### config.mk
export PLATFORM = sky130hd
export DESIGN_NAME = ilv_read_ctrl
export DESIGN_NICKNAME = d
export VERILOG_FILES = /design/src/rtl/ilv_pkg.sv /design/src/rtl/ilv_ctrl.sv /design/src/rtl/ilv_datapath.sv /design/src/rtl/ilv_read_ctrl.sv
export SDC_FILE = /design/constraint.sdc
export NUM_CORES = 1
export LEC_CHECK = 0
export ABC_CLOCK_PERIOD_IN_PS = 1850
export BUFFER_PORTS_ARGS = -buffer_cell sky130_fd_sc_hd__clkbuf_2
export CAP_MARGIN = 20
export CORE_UTILIZATION = 35
export CTS_BUF_LIST = sky130_fd_sc_hd__clkbuf_8
export DETAILED_ROUTE_END_ITERATION = 8
export SLEW_MARGIN = 40
export SYNTH_ARGS = -nofsm -noshare
export SYNTH_HDL_FRONTEND = slang
export SYNTH_SLANG_ARGS = --single-unit
### constraint.sdc
create_clock -name clk -period 1.85 [get_ports clk]
set_clock_uncertainty 0.15 [all_clocks]
set_input_delay 0.37 -clock clk [delete_from_list [all_inputs] [get_ports clk]]
set_output_delay 0.37 -clock clk [all_outputs]
set_load 0.01 [all_outputs]
### src/rtl/ilv_pkg.sv
package ilv_pkg;
  // strobes handed from the sequencer to the capture datapath
  typedef struct packed {
    logic issue;  // an address is on the bus this cycle
    logic last;   // it is the final address of the burst
  } ctrlStrobe_t;
endpackage

### src/rtl/ilv_ctrl.sv
module ilv_ctrl
  import ilv_pkg::*;
#(
  parameter int ADDR_W    = 20,
  parameter int NUM_BANKS = 8,
  parameter int LEN_W     = 8
) (
  input  logic                 clk,
  input  logic                 rstN,
  input  logic                 reqValid,
  input  logic [ADDR_W-1:0]    reqAddr,
  input  logic [LEN_W-1:0]     reqLenM1,
  input  logic                 done,
  output logic                 reqReady,
  output logic [ADDR_W-1:0]    busAddr,
  output logic [NUM_BANKS-1:0] bankLatch,
  output ctrlStrobe_t          stb
);
  localparam int BANK_W = $clog2(NUM_BANKS);

  typedef enum logic [1:0] {S_IDLE, S_ISSUE, S_DRAIN} state_t;
  state_t state;
  logic [ADDR_W-1:0] curAddr;
  logic [LEN_W-1:0]  remain;

  always_ff @(posedge clk) begin
    if (!rstN) begin
      state   <= S_IDLE;
      curAddr <= '0;
      remain  <= '0;
    end else begin
      unique case (state)
        S_IDLE: if (reqValid) begin
          curAddr <= reqAddr;
          remain  <= reqLenM1;
          state   <= S_ISSUE;
        end
        S_ISSUE: begin
          curAddr <= curAddr + 1'b1;
          if (remain == '0) state <= S_DRAIN;
          else remain <= remain - 1'b1;
        end
        S_DRAIN: if (done) state <= S_IDLE;
        default: state <= S_IDLE;
      endcase
    end
  end

  assign reqReady  = (state == S_IDLE);
  assign stb.issue = (state == S_ISSUE);
  assign stb.last  = stb.issue && (remain == '0);
  assign busAddr   = stb.issue ? curAddr : '0;

  for (genvar b = 0; b < NUM_BANKS; b++) begin : g_latch
    assign bankLatch[b] = stb.issue && (curAddr[BANK_W-1:0] == BANK_W'(b));
  end

  // never more than one bank strobed
  assert_onehot_latch_R3: assert property (@(posedge clk) disable iff (!rstN)
    $onehot0(bankLatch));
  // successive issues step the address by one, wrapping
  assert_addr_step_R3: assert property (@(posedge clk) disable iff (!rstN)
    (stb.issue && !stb.last) |=> (stb.issue && busAddr == ADDR_W'($past(busAddr) + 1'b1)));
  // nothing is issued while idle
  assert_idle_quiet_R2: assert property (@(posedge clk) disable iff (!rstN)
    reqReady |-> (bankLatch == '0));
  // back to idle right after the done pulse
  assert_ready_after_done_R8: assert property (@(posedge clk) disable iff (!rstN)
    done |=> reqReady);
endmodule

### src/rtl/ilv_datapath.sv
module ilv_datapath
  import ilv_pkg::*;
#(
  parameter int DATA_W  = 8,
  parameter int LATENCY = 4
) (
  input  logic              clk,
  input  logic              rstN,
  input  ctrlStrobe_t       stb,
  input  logic [DATA_W-1:0] busData,
  output logic              outValid,
  output logic [DATA_W-1:0] outData,
  output logic              done
);
  localparam int TAP = LATENCY - 1;

  logic [LATENCY-1:0] pendValid;
  logic [LATENCY-1:0] pendLast;
  logic               outLast;

  // delay line: stage TAP is high in the cycle the bank drives the bus
  always_ff @(posedge clk) begin
    if (!rstN) begin
      pendValid <= '0;
      pendLast  <= '0;
    end else begin
      for (int i = 0; i < LATENCY; i++) begin
        if (i == 0) begin
          pendValid[0] <= stb.issue;
          pendLast[0]  <= stb.last;
        end else begin
          pendValid[i] <= pendValid[i-1];
          pendLast[i]  <= pendLast[i-1];
        end
      end
    end
  end

  always_ff @(posedge clk) begin
    if (!rstN) begin
      outValid <= 1'b0;
      outLast  <= 1'b0;
      outData  <= '0;
      done     <= 1'b0;
    end else begin
      outValid <= pendValid[TAP];
      outLast  <= pendValid[TAP] && pendLast[TAP];
      if (pendValid[TAP]) outData <= busData;
      done     <= outValid && outLast;
    end
  end

  // done lasts one cycle
  assert_done_pulse_R7: assert property (@(posedge clk) disable iff (!rstN)
    done |=> !done);
  // no word accompanies the done pulse
  assert_done_no_word_R7: assert property (@(posedge clk) disable iff (!rstN)
    done |-> !outValid);
endmodule

### src/rtl/ilv_read_ctrl.sv
module ilv_read_ctrl
  import ilv_pkg::*;
#(
  parameter int ADDR_W    = 20,
  parameter int DATA_W    = 8,
  parameter int NUM_BANKS = 8,
  parameter int LATENCY   = 4,
  parameter int MAX_BURST = 256,
  localparam int LEN_W    = $clog2(MAX_BURST)
) (
  input  logic                 clk,
  input  logic                 rstN,
  input  logic                 reqValid,
  input  logic [ADDR_W-1:0]    reqAddr,
  input  logic [LEN_W-1:0]     reqLenM1,
  output logic                 reqReady,
  output logic [ADDR_W-1:0]    busAddr,
  output logic [NUM_BANKS-1:0] bankLatch,
  input  logic [DATA_W-1:0]    busData,
  output logic                 outValid,
  output logic [DATA_W-1:0]    outData,
  output logic                 done
);
  ctrlStrobe_t stb;

  ilv_ctrl #(.ADDR_W(ADDR_W), .NUM_BANKS(NUM_BANKS), .LEN_W(LEN_W)) u_ctrl (
    .clk(clk), .rstN(rstN), .reqValid(reqValid), .reqAddr(reqAddr),
    .reqLenM1(reqLenM1), .done(done), .reqReady(reqReady),
    .busAddr(busAddr), .bankLatch(bankLatch), .stb(stb)
  );

  ilv_datapath #(.DATA_W(DATA_W), .LATENCY(LATENCY)) u_dp (
    .clk(clk), .rstN(rstN), .stb(stb), .busData(busData),
    .outValid(outValid), .outData(outData), .done(done)
  );

  // an accepted request issues in the very next cycle
  assert_first_issue_R3: assert property (@(posedge clk) disable iff (!rstN)
    (reqValid && reqReady) |=> (bankLatch != '0));
endmodule

; Word level (Yosys, flattened, before mapping)
; Index checks and enable logic that the tools add are counted.
; W data, S select, Z words.
[word_totals]
ff_bits = 49
latchBits = 0
ramBits = 0
rom_bits = 0
input_bits = 39
memories = 0
[classes]
addsub = 2
mul = 0
n_div = 0
magnitude_cmp = 0
n_eq_ne = 13
shift = 0
n_mux = 10
n_bitwise = 0
reduce_logical = 18
[op_table]
columns = operator, n
row1 = $mux W20, 2
row2 = $pmux W20 S2, 1
row3 = $add A20 B1 Y20 const B, 1
row4 = $mux W8, 2
row5 = $pmux W8 S2, 1
row6 = $eq A3 B3 Y1 const B, 4
row7 = $logic_and A1 B1 Y1, 11
row8 = $logic_not A8 Y1, 1
row9 = $sub A8 B1 Y8 const B, 1
row10 = $eq A3 B2 Y1 const B, 2
row11 = $mux W2, 3
row12 = $ne A2 B2 Y1 const B, 3
row13 = $pmux W2 S3, 1
row14 = $reduce_and A3 Y1, 2
row15 = $eq A3 B1 Y1 const B, 1
row16 = $logic_not A3 Y1, 1
row17 = $eq A2 B1 Y1 const B, 1
row18 = $eq A2 B2 Y1 const B, 1
row19 = $logic_not A2 Y1, 1
row20 = $ne A2 B1 Y1 const B, 1
row21 = $reduce_and A2 Y1, 1
row22 = $reduce_bool A2 Y1, 1

; Longest topological paths before layout
; Gate-level depths: netlist of run 1.
[logic_depth]
ltp_word = 3
ltp_mapped = 7
ltp_nobuf = 6

; By module
; A second synthesis of run 1 with hierarchy kept.
[unflattened]
hier_cells = 321
area_unflattened_um2 = 2630.0
[by_module_without_submodules]
columns = module, instances, cells_each, area_each_um2
row1 = ilv_ctrl, 1, 273, 2014.4
row2 = ilv_datapath, 1, 48, 615.6

; Least setup slack after synthesis of run 1
; Ideal clock, no wire load.
[synth_path]
kind = flip-flop to output port
from = reg u_ctrl.state[0]
to = out busAddr[11]
arrival_time_ns = 1.407
required_time_ns = 1.330
path_slack_ns = -0.077
path_stages_with_launch = 6
path_cell_list = dfxtp_1 > nor2b_1 > clkbuf_1 > clkbuf_1 > clkbuf_1 > and2_1
[synth_via]
elab_chain_len = 2
[synth_lines]
columns = item, line
row1 = "start, declared", ilv_ctrl.sv:22  ; state_t state;
row2 = "start signal, assigned", ilv_ctrl.sv:28  ; state <= S_IDLE;
row3 = "start signal, assigned", ilv_ctrl.sv:36  ; state <= S_ISSUE;
row4 = "start signal, assigned", ilv_ctrl.sv:40  ; if (remain == '0) state <= S_DRAIN;
row5 = $eq A2 B1 Y1, ilv_ctrl.sv:50  ; assign stb.issue = (state == S_ISSUE);
row6 = $mux W20, ilv_ctrl.sv:52  ; assign busAddr = stb.issue ? curAddr : '0;
row7 = "end, declared", ilv_read_ctrl.sv:17  ; output logic [ADDR_W-1:0] busAddr,
; Every way passes these cells.

; Worst setup path in the final report of run 1
[layout_path]
from = reg u_ctrl.remain[3]
to = reg u_ctrl.remain[1]
[layout_via]
elab_chain_len = 3
[layout_lines]
columns = item, line
row1 = "start, declared", ilv_ctrl.sv:24  ; logic [LEN_W-1:0] remain;
row2 = "start signal, assigned", ilv_ctrl.sv:35  ; remain <= reqLenM1;
row3 = "start signal, assigned", ilv_ctrl.sv:41  ; else remain <= remain - 1'b1;
row4 = $logic_not A8 Y1, ilv_ctrl.sv:40
row5 = $ne A2 B2 Y1 (no source line), n/a
row6 = $reduce_and A3 Y1 (no source line), n/a
; Every way passes these cells.
; A chain may end at the register's enable or synchronous reset.

==> impl_metrics.csv, run 1 <==
group,metric,value,unit
clock_tree,cts_htree_levels,2,
clock_tree,clock_sink_count,49,
run,maxcap_violations,0,
synthesis,synthArstFlopShare,0,%
global_routing,first_global_vias,2654,
global_routing,wire_length_of_the_first_global_routing_pass,12540,microns
clock_tree,cts_buf_count,5,
sta,max_slew.worst_pin.slew,0.5441,ns
synthesis,register_area_share_after_synthesis,35.36,%
global_routing,grt_antenna_before_repair,0,
outcome,status,"completed",
die,core,7687,sq um
synthesis,synth_nets,392,
synthesis,netlist_area,2774,sq um
layout,drive_above_1_share,36.47,%
power_and_ir_drop,power-per-cell-area,907.7,nW/um^2
placed_design,finalWeightedCongestion,0.8059,
detailed_routing,routed-via-count,2850,
sta,fin_ws,0.009412,ns
min_path,hold_path_startpoint,"busData[3]",
clock_tree,cts-hold-fix-buffers,0,
detailed_routing,detailedRoute.firstPassIterationCount,4,
critical_path,worstSetupStartpointType,"flop",
min_path,timing.hold.worst_endpoint,"u_dp.outData[3]",
critical_path,path_class,"reg2reg",
synthesis,yosys_warnings,0,
placed_design,dpl_cell_area,3498,sq um
critical_path,critical_path_required,1.92,ns
critical_path,cpPeakStageDelay,0.56,ns
synthesis,synth_seq_cells,49,
placed_design,port_buffers,77,
die,initial_core_util,36.08,%
synthesis,synth.avg_cell_area,8.040,sq um
clock_tree,clock_path_buffers,2,
die,die_height,91.03,microns
global_routing,gr-usage-met2,30.37,%
global_routing,grt_most_used_layer,"met2",
global_routing,grt.met1_usage,24.36,%
die,pin_count,78,
synthesis,synth-edff-count,0,
critical_path,timing.reg2reg.setup_slack,0.009,ns
critical_path,critical-path-top-cell-by-count,"sky130_fd_sc_hd__a211oi_1",
sta,max_clock_freq,543.3,MHz
critical_path,r2r-start,"u_ctrl.remain[3]",
critical_path,cp_slowest_cell,"sky130_fd_sc_hd__or4_4",
power_and_ir_drop,cellLeakagePower,1.700,nW
synthesis,postSynthCellCount,345,
critical_path,cp.arrival,1.92,ns
sta,slew_violations,0,
critical_path,critPathMaxFanout,6,
sta,rsz0062_at_grt,"true",
global_routing,grt.overflow.total,0,
critical_path,timing.rr.end,"u_ctrl.remain[1]",
layout,stdcell_area,3740,sq um
layout,fillCellCount,779,
sta,ratio_of_final_minimum_period_to_clock_period,99.49,%
detailed_routing,drcViolationCount,0,
synthesis,synth_largest_area_cell,"sky130_fd_sc_hd__dfxtp_1",
sta,layout_min_cycle_time,1.841,ns
synthesis,synthTopCellsByArea,"sky130_fd_sc_hd__dfxtp_1 35%, sky130_fd_sc_hd__and2_1 5.9%, sky130_fd_sc_hd__nor2_1 4.7%",
layout,syn2layout_area_growth,34.82,%
global_routing,grt_max_degree,27,
critical_path,worstSetupEndpointType,"flop",
sta,hold_viol,0,
global_routing,grtUsageTotal,18.44,%
sta,timing.slew.headroom,63.39,%
min_path,worst_hold_path_type,"in2reg",
clock_tree,clk_latency,0.31,ns
detailed_routing,routed_via_density,5.191,
synthesis,synth.lib_cells_used.distinct,54,
die,floorplan.die.width,91.03,microns
critical_path,ff2ff_path_depth,5,
global_routing,groute.layer.met3.usage,3.769,%
power_and_ir_drop,max-vdd-ir-drop,0.5061,mV
die,placement_rows,32,
critical_path,worstPathCellList,"or4_4, o41ai_4, buf_4, a211oi_1, a211oi_1",
layout,finalNetCount,493,
layout,num_antenna_cells,0,
detailed_routing,routed_wl,7556,microns
placed_design,place_ws,0.02446,ns
detailed_routing,wl_per_cell,13.76,microns
detailed_routing,drt-initial-drc-count,101,
clock_tree,clk_root_buffer_cell,"sky130_fd_sc_hd__clkbuf_8",
clock_tree,cts_tree,"done",
synthesis,ys_dominant_reg_cell,"sky130_fd_sc_hd__dfxtp_1",
die,die_area,8286,sq um
detailed_routing,antenna_left,0,
placed_design,hpwlAfterDp,5557,microns
clock_tree,clk_pin_slew_worst_paths,0.10,ns
synthesis,synth_top_cell_area_share,35.36,%
min_path,whs_path_depth,3,
sta,setup-violations-final,0,
==> how the worst max path moves through the flow <==
stage / start / end / slack (ns) / cells after the start
6_report: u_ctrl.remain[3] / u_ctrl.remain[1] / 0.009 / 5
5_1_grt: u_ctrl.remain[3] / u_ctrl.remain[1] / -0.09 / 5
4_1_cts: u_ctrl.curAddr[0] / bankLatch[4] / -0.001 / 5
3_5_place_dp: u_ctrl.remain[3] / u_ctrl.state[1] / 0.02 / 4
3_3_place_gp: u_ctrl.remain[3] / u_ctrl.state[1] / 0.05 / 4
2_1_floorplan: u_ctrl.remain[3] / u_ctrl.remain[2] / 0.002 / 5
==> cell type report <==
class	instances	area [sq um]	share of cell area, %
Inverter	11	46.29	1.238
Multi-Input combinational cell	257	1712	45.77
Clock buffer	5	68.82	1.840
Tap cell	102	127.6	3.412
Timing Repair Buffer	122	768.2	20.54
Sequential cell	49	992.2	26.53
Clock inverter	3	25.02	0.6691
==> what timing repair did <==
item / in CTS / in global routing
pin swaps: 0 / 1
setup endpoints to repair: 27 / 34
setup buffers: 4 / 2
resized for setup: 16 / 35
==> worst max-delay path, delay by kind of cell (launching register included) <==
family	cells	cell delay [ns]
AOI/OAI and AO/OA	3	0.52
buffers and inverters	1	0.21
DFF	1	0.32
and+or+nand+nor	1	0.56
==> metrics by stage <==
| stage | setup TNS, ns | power (mW) | instances | utilization, % | hold WS, ns |
|---|---|---|---|---|---|
| 2_1_floorplan | 0 | 2.139 | 345 | - | 0.2619 |
| 3_3_place_gp | 0 | 2.595 | 537 | 45.51 | 0.2694 |
| 3_5_place_dp | 0 | 2.616 | 537 | 45.51 | 0.2685 |
| 4_1_cts | -0.001276 | 3.339 | 547 | 47.46 | 0.1368 |
| 5_1_grt | -0.7589 | 3.643 | 549 | 48.65 | 0.1418 |
| 6_report | 0 | 3.395 | 549 | 48.65 | 0.1405 |
==> cells in the final DEF, fill, tap and decap left out, types with 12 or more instances in the layout <==
cell,count
sky130_fd_sc_hd__buf_4,37
sky130_fd_sc_hd__dfxtp_1,44
sky130_fd_sc_hd__and3_1,16
sky130_fd_sc_hd__buf_2,12
sky130_fd_sc_hd__nor2_1,32
sky130_fd_sc_hd__and2_1,24
sky130_fd_sc_hd__nand2_1,23
sky130_fd_sc_hd__a21oi_1,26
sky130_fd_sc_hd__nand3_1,15
sky130_fd_sc_hd__clkbuf_2,64
==> where the power goes <==
part	internal [mW]	switching (mW)
registers	1.19	0.140
logic	0.668	0.726
clock network	0.274	0.394
==> per-layer routing <==
layer	wire, microns	vias up
met1	3547	1333
li1	-	1443
met5	0	-
met3	352	8
met2	3575	66
met4	81	0
==> synthesized netlist by cell type, types with 2 or more instances <==
cell                        count
sky130_fd_sc_hd__nor2b_1        4
sky130_fd_sc_hd__and2_1        26
sky130_fd_sc_hd__a31oi_1        4
sky130_fd_sc_hd__o221a_2        2
sky130_fd_sc_hd__nor3_1         6
sky130_fd_sc_hd__o21ai_1        5
sky130_fd_sc_hd__and4_1         6
sky130_fd_sc_hd__o221ai_1       4
sky130_fd_sc_hd__nand2_1       23
sky130_fd_sc_hd__a311o_1        2
sky130_fd_sc_hd__a2bb2oi_1      3
sky130_fd_sc_hd__o211ai_1       2
sky130_fd_sc_hd__o22ai_1        2
sky130_fd_sc_hd__dfxtp_1       49
sky130_fd_sc_hd__a22o_1         2
sky130_fd_sc_hd__clkbuf_1      23
sky130_fd_sc_hd__nor2_1        35
sky130_fd_sc_hd__a21o_1         5
sky130_fd_sc_hd__or3_1          3
sky130_fd_sc_hd__nand4_1        7
sky130_fd_sc_hd__a211oi_1       2
sky130_fd_sc_hd__nor4_1         3
sky130_fd_sc_hd__inv_1         11
sky130_fd_sc_hd__o21ai_0        5
sky130_fd_sc_hd__mux2i_1        9
sky130_fd_sc_hd__ha_1           8
sky130_fd_sc_hd__a21oi_2        5
sky130_fd_sc_hd__nand3_1       15
sky130_fd_sc_hd__nor4bb_1       2
sky130_fd_sc_hd__nand2b_1       2
sky130_fd_sc_hd__buf_2          3
sky130_fd_sc_hd__nand4b_1       2
sky130_fd_sc_hd__a21oi_1       26
sky130_fd_sc_hd__and3_1        16
sky130_fd_sc_hd__a22oi_1        4
==> cells by family (layout without fill, tap and decap cells) <==
logic type / count (synthesis) / after routing / share of synthesized area, %
mux: 9 / 9 / 3.248
compound gates: 85 / 85 / 21.88
buf+inv: 39 / 141 / 5.683
fa+ha+maj: 8 / 8 / 3.609
simple gates: 154 / 154 / 29.91
xor+xnor: 1 / 1 / 0.3158
flops: 49 / 49 / 35.36
==> registers in the layout, summed over array words and instances (netlist names) <==
register        flops
u_dp.outValid       1
u_ctrl.state        2
u_dp.pendLast       4
u_ctrl.remain       8
u_dp.outData        8
u_dp.outLast        1
u_ctrl.curAddr     20
u_dp.pendValid      4
u_dp.done           1
(Power assumes the default switching activity.)
==> inputs of run 2 (changes only) <==
CORE_UTILIZATION = 49   (was 35)
PLACE_DENSITY = 0.79   (was not set)
==> run 2 against run 1 <==
Net effect:
- combinational power grew 4%
- the run now ends with setup timing left
- via count rose by 1.6%
- die area down 28%
- fmax shrank 1.9%
- sequential power about the same
- critical path depth shrank 1
- sequential share of layout area up 0.19 points
- largest power group unchanged
- wire length decreased by 2.6%
- largest cell class unchanged
==> impl_metrics.csv, run 2 (synthesis gave the netlist of run 1 again) <==
group,metric,value,unit
layout,fillCellCount,459,
sta,fin_ws,-0.02562,ns
global_routing,first_global_vias,2687,
min_path,hold_path_startpoint,"busData[0]",
critical_path,worstPathCellList,"nor2b_4, buf_6, and3_1, buf_2",
sta,setup-violations-final,11,
clock_tree,clk_root_buffer_cell,"sky130_fd_sc_hd__clkbuf_8",
layout,largest_register_ffs,20,
sta,slew_violations,0,
sta,rsz0062_at_grt,"true",
layout,finalNetCount,493,
placed_design,port_buffers,77,
layout,largestRegisters,"u_ctrl.curAddr: 20 flops, u_ctrl.remain: 8 flops, u_dp.outData: 8 flops",
power_and_ir_drop,power-per-cell-area,912.0,nW/um^2
sta,ratio_of_final_minimum_period_to_clock_period,101.4,%
die,die_height,77.24,microns
critical_path,cp.arrival,1.36,ns
detailed_routing,routed_via_density,5.578,
critical_path,cp_slowest_cell,"sky130_fd_sc_hd__dfxtp_4",
layout,layout_commonest_cell,"sky130_fd_sc_hd__clkbuf_2",
critical_path,critPathMaxFanout,11,
layout,drive_above_1_share,36.47,%
global_routing,wire_length_of_the_first_global_routing_pass,12030,microns
critical_path,path_class,"reg2out",
clock_tree,clock_sink_count,49,
critical_path,timing.reg2reg.setup_slack,-0.01,ns
run,maxcap_violations,0,
outcome,status,"finished with violations",
sta,timing.setup.tns,-0.1214,ns
critical_path,critical_path_required,1.33,ns
clock_tree,cts_tree,"done",
placed_design,finalWeightedCongestion,0.8641,
sta,max_slew.worst_pin.slew,0.5242,ns
die,pin_count,78,
die,placement_rows,27,
min_path,timing.hold.worst_endpoint,"u_dp.outData[0]",
clock_tree,clock_path_buffers,2,
layout,largest_register,"u_ctrl.curAddr",
sta,max_clock_freq,533.2,MHz
power_and_ir_drop,max-vdd-ir-drop,0.6585,mV
detailed_routing,routed-via-count,2895,
clock_tree,clk_latency,0.30,ns
sta,hold_viol,0,
detailed_routing,antenna_left,0,
die,core,5473,sq um
die,initial_core_util,50.69,%
sta,layout_min_cycle_time,1.876,ns
detailed_routing,drcViolationCount,0,
critical_path,cpPeakStageDelay,0.39,ns
power_and_ir_drop,finalPower,3.399,mW
layout,syn2layout_area_growth,34.37,%
layout,mostFrequentLayoutCells,"51 x sky130_fd_sc_hd__clkbuf_2, 43 x sky130_fd_sc_hd__dfxtp_1, 37 x sky130_fd_sc_hd__buf_4",
clock_tree,clk_pin_slew_worst_paths,0.09,ns
die,die_area,5966,sq um
detailed_routing,wl_per_cell,14.18,microns
global_routing,grt.overflow.total,0,
critical_path,r2r-start,"u_ctrl.remain[4]",
global_routing,grt_max_degree,24,
critical_path,critical_path_buf_inv_count,2,
min_path,whs_path_depth,3,
global_routing,grtUsageTotal,24.60,%
critical_path,worstSetupStartpointType,"flop",
critical_path,timing.rr.end,"u_ctrl.state[1]",
power_and_ir_drop,cellLeakagePower,1.747,nW
layout,num_antenna_cells,0,
global_routing,grt_antenna_before_repair,0,
detailed_routing,drt-initial-drc-count,187,
clock_tree,cts_htree_levels,2,
sta,whs,0.1582,ns
sta,timing.slew.headroom,65.00,%
detailed_routing,detailedRoute.firstPassIterationCount,4,
outcome,violations,"setup timing",
critical_path,ff2ff_path_depth,4,
critical_path,critPathTopFamily,"flip-flops",
layout,final_util,68.11,%
detailed_routing,routed_wl,7357,microns
placed_design,hpwlAfterDp,5261,microns
min_path,worst_hold_path_type,"in2reg",
clock_tree,cts-hold-fix-buffers,0,
clock_tree,cts_buf_count,5,
die,floorplan.die.width,77.24,microns
critical_path,worstSetupEndpointType,"output pin",
## run 2: cell count changes in the layout (fill, tap and decap cells not counted), moves of 4 or more
cell	delta
sky130_fd_sc_hd__and2_1	-4
sky130_fd_sc_hd__buf_2	+9
sky130_fd_sc_hd__and2_4	+4
sky130_fd_sc_hd__clkbuf_2	-13
## run 2: power by group
part | internal (mW) | switching, mW
Combinational | 0.706 | 0.739
Clock | 0.265 | 0.358
Sequential | 1.20 | 0.136
Total | 2.17 | 1.23
## run 2: per-stage QoR
stage / instances / instance area, sq um / setup slack [ns]
global placement: 502 / 3423 / 0.05391
finish: 519 / 3727 / -0.02562
detailed placement: 502 / 3423 / 0.04171
global route: 519 / 3727 / -0.09478
floorplan: 345 / 2784 / 0.001694
CTS: 515 / 3591 / -0.04541
## run 2: layout make-up
class                      count  area (sq um)  share of cell area, %
multi-input combinational    257          1713                  45.96
sequential                    49         996.0                  26.72
timing repair buffer         122         800.8                  21.48
tap                           72         90.09                  2.417
clock buffer                   5         68.82                  1.846
inverter                      11         41.29                  1.108
clock inverter                 3         17.52                 0.4700
## run 2: repair_timing
action / CTS / global route
endpoints found under the hold margin: 0 / 0
pin swaps: 0 / 6
setup buffers: 5 / 4
gates cloned: 1 / 0
endpoints found under the setup margin: 28 / 36
resized for setup: 18 / 52
## run 2: worst max-delay path by stage
stage | start | endpoint | slack [ns] | depth (start not counted)
2_1_floorplan | u_ctrl.remain[3] | u_ctrl.remain[2] | 0.002 | 5
3_3_place_gp | u_ctrl.remain[3] | u_ctrl.state[1] | 0.05 | 4
3_5_place_dp | u_ctrl.remain[3] | u_ctrl.state[1] | 0.04 | 4
4_1_cts | u_ctrl.state[1] | busAddr[2] | -0.05 | 4
5_1_grt | u_ctrl.state[0] | busAddr[15] | -0.09 | 4
6_report | u_ctrl.state[0] | bankLatch[6] | -0.03 | 4
## run 2: layer usage
| layer | vias to the layer above | GRT usage, % | routed length (microns) |
|---|---|---|---|
| met1 | 1350 | 31.67 | 3188 |
| met4 | 0 | 6.226 | 76 |
| met5 | - | 0 | 0 |
| li1 | 1442 | - | - |
| met3 | 8 | 3.810 | 384 |
| met2 | 95 | 42.57 | 3707 |
## run 2: worst reg2reg max path, stage by stage (launching register included)
cell and delay, ns:
sky130_fd_sc_hd__dfxtp_2 0.33, sky130_fd_sc_hd__or4_4 0.56, sky130_fd_sc_hd__or4b_4 0.54, sky130_fd_sc_hd__nor2_2 0.12, sky130_fd_sc_hd__o21a_1 0.11
==> inputs of run 3 (changes only) <==
ABC_CLOCK_PERIOD_IN_PS = 2200   (was 1850)
CORE_UTILIZATION = 58   (was 49)
PLACE_DENSITY = 0.88   (was 0.79)
clock period = 2.2 ns   (was 1.85 ns; I/O delays follow)
==> run 3 against run 2 <==
Net effect:
- the run ends with DRC left
- first-iteration DRC count up 29%
- register-to-register slack better by 0.14 ns
- cell area down 10%
- non-clock buffer count down 27
- count of clock-buffer cells in the layout unchanged
- flip-flop and latch count unchanged
- clock power down 16%
- wire length down 3.4%
- hold slack better by 0.068 ns
- critical path type unchanged
- largest power group is now sequential cells
- highest routed layer unchanged
==> impl_metrics.csv, run 3 (synthesis gave the netlist of run 1 again) <==
group,metric,value,unit
power_and_ir_drop,cellLeakagePower,1.532,nW
sta,hold_viol,0,
sta,setup-violations-final,0,
clock_tree,clock_sink_count,49,
critical_path,worstSetupStartpointType,"flop",
die,floorplan.die.width,71.16,microns
global_routing,grt.overflow.total,0,
critical_path,path_class,"reg2out",
layout,post_layout_nonfiller_instances,472,
critical_path,worstSetupEndpointType,"output pin",
global_routing,wire_length_of_the_first_global_routing_pass,11580,microns
clock_tree,cts_htree_levels,2,
detailed_routing,drcViolationCount,6,
clock_tree,cts_post_setup_buffers_inserted,0,
power_and_ir_drop,power-per-cell-area,780.5,nW/um^2
layout,final_util,74.86,%
sta,slew_violations,0,
global_routing,first_global_vias,2593,
global_routing,grtUsageTotal,28.55,%
placed_design,port_buffers,77,
clock_tree,clk_pin_slew_worst_paths,0.09,ns
die,initial_core_util,62.00,%
clock_tree,clk_latency,0.30,ns
die,core,4474,sq um
clock_tree,clk_root_buffer_cell,"sky130_fd_sc_hd__clkbuf_8",
detailed_routing,detailedRoute.firstPassIterationCount,7,
layout,num_antenna_cells,0,
power_and_ir_drop,finalPower,2.614,mW
clock_tree,cts_buf_count,5,
sta,ratio_of_final_minimum_period_to_clock_period,95.46,%
layout,layout_commonest_cell,"sky130_fd_sc_hd__clkbuf_2",
placed_design,finalWeightedCongestion,0.8424,
critical_path,critical_path_required,1.61,ns
sta,timing.setup.tns,0,ns
sta,fin_ws,0.09989,ns
layout,mostFrequentLayoutCells,"77 x sky130_fd_sc_hd__clkbuf_2, 48 x sky130_fd_sc_hd__dfxtp_1, 35 x sky130_fd_sc_hd__nor2_1",
die,die_height,71.16,microns
placed_design,dpl_cell_area,3258,sq um
layout,largest_register_ffs,20,
placed_design,dp_cells,464,
global_routing,grt_max_degree,42,
placed_design,place_ws,0.1433,ns
layout,drive_above_1_share,27.38,%
run,maxcap_violations,0,
die,pin_count,78,
sta,max_clock_freq,476.2,MHz
sta,rsz0062_at_grt,"false",
layout,stdcell_area,3349,sq um
critical_path,worstPathCellList,"nand2b_2, nor2_1, clkbuf_2",
clock_tree,clock_path_buffers,2,
layout,finalNetCount,466,
detailed_routing,routed_wl,7107,microns
detailed_routing,routed_via_density,6.074,
critical_path,critPathMaxFanout,12,
detailed_routing,wl_per_cell,15.06,microns
sta,layout_min_cycle_time,2.100,ns
outcome,status,"finished with violations",
layout,largestRegisters,"u_ctrl.curAddr: 20 flops, u_ctrl.remain: 8 flops, u_dp.outData: 8 flops",
detailed_routing,routed-via-count,2867,
layout,syn2layout_area_growth,20.75,%
critical_path,cp.arrival,1.51,ns
critical_path,timing.reg2reg.setup_slack,0.13,ns
die,die_area,5063,sq um
detailed_routing,antenna_left,0,
critical_path,cp_slowest_cell,"sky130_fd_sc_hd__dfxtp_1",
detailed_routing,drt-initial-drc-count,241,
global_routing,grt_antenna_before_repair,0,
layout,largest_register,"u_ctrl.curAddr",
sta,max_slew.worst_pin.slew,0.6246,ns
die,placement_rows,24,
sta,whs,0.2264,ns
clock_tree,cts_tree,"done",
critical_path,cpPeakStageDelay,0.58,ns
placed_design,hpwlAfterDp,5171,microns
outcome,violations,"DRC",
power_and_ir_drop,max-vdd-ir-drop,0.6941,mV
sta,timing.slew.headroom,58.04,%
min_path,worst_hold_path_type,"in2reg",
-- run 3: power by group --
group | switching [mW] | internal, mW
sequential | 0.146 | 1.00
clock | 0.302 | 0.220
combinational | 0.531 | 0.415
-- run 3: path summary, 6_finish.rpt --
path | cells after the start | end | from
worst max-delay path | 3 | busAddr[2] | u_ctrl.state[1]
worst min-delay path | 3 | u_dp.outData[5] | busData[5]
worst max register to register | 5 | u_ctrl.remain[7] | u_ctrl.remain[3]
worst min register to register | 1 | u_dp.pendValid[2] | u_dp.pendValid[1]
-- run 3: what timing repair did --
| item | 4_1_cts | 5_1_grt |
|---|---|---|
| endpoints found under the hold margin | 0 | 0 |
| setup endpoints to repair | 2 | 3 |
| hold buffers | 0 | 0 |
| gates resized for setup | 1 | 1 |
-- run 3: area by class of cell --
type / instances / area [sq um]
inverters: 11 / 41.29
flip-flops and latches: 49 / 982.2
clock buffers: 5 / 68.82
well taps: 52 / 65.06
multi-input cells: 257 / 1640
repair buffers: 95 / 533.0
clock inverters: 3 / 18.77
fillers: 350 / 1125
-- run 3: worst max-delay path: cells and delay by family (launching register included) --
kind	cells	cell delay [ns]
buffers and inverters	1	0.14
DFF	1	0.58
and+or+nand+nor	2	0.48
-- run 3: metal layers --
metal | wire length (microns) | part of all wire (%) | GRT usage (%) | up-vias
li1 | - | - | - | 1391
met1 | 3052 | 43 | 35.72 | 1329
met2 | 3529 | 50 | 49.84 | 130
met3 | 384 | 5.4 | 4.701 | 17
met4 | 141 | 2.0 | 9.556 | 0
met5 | 0 | 0 | 0 | -
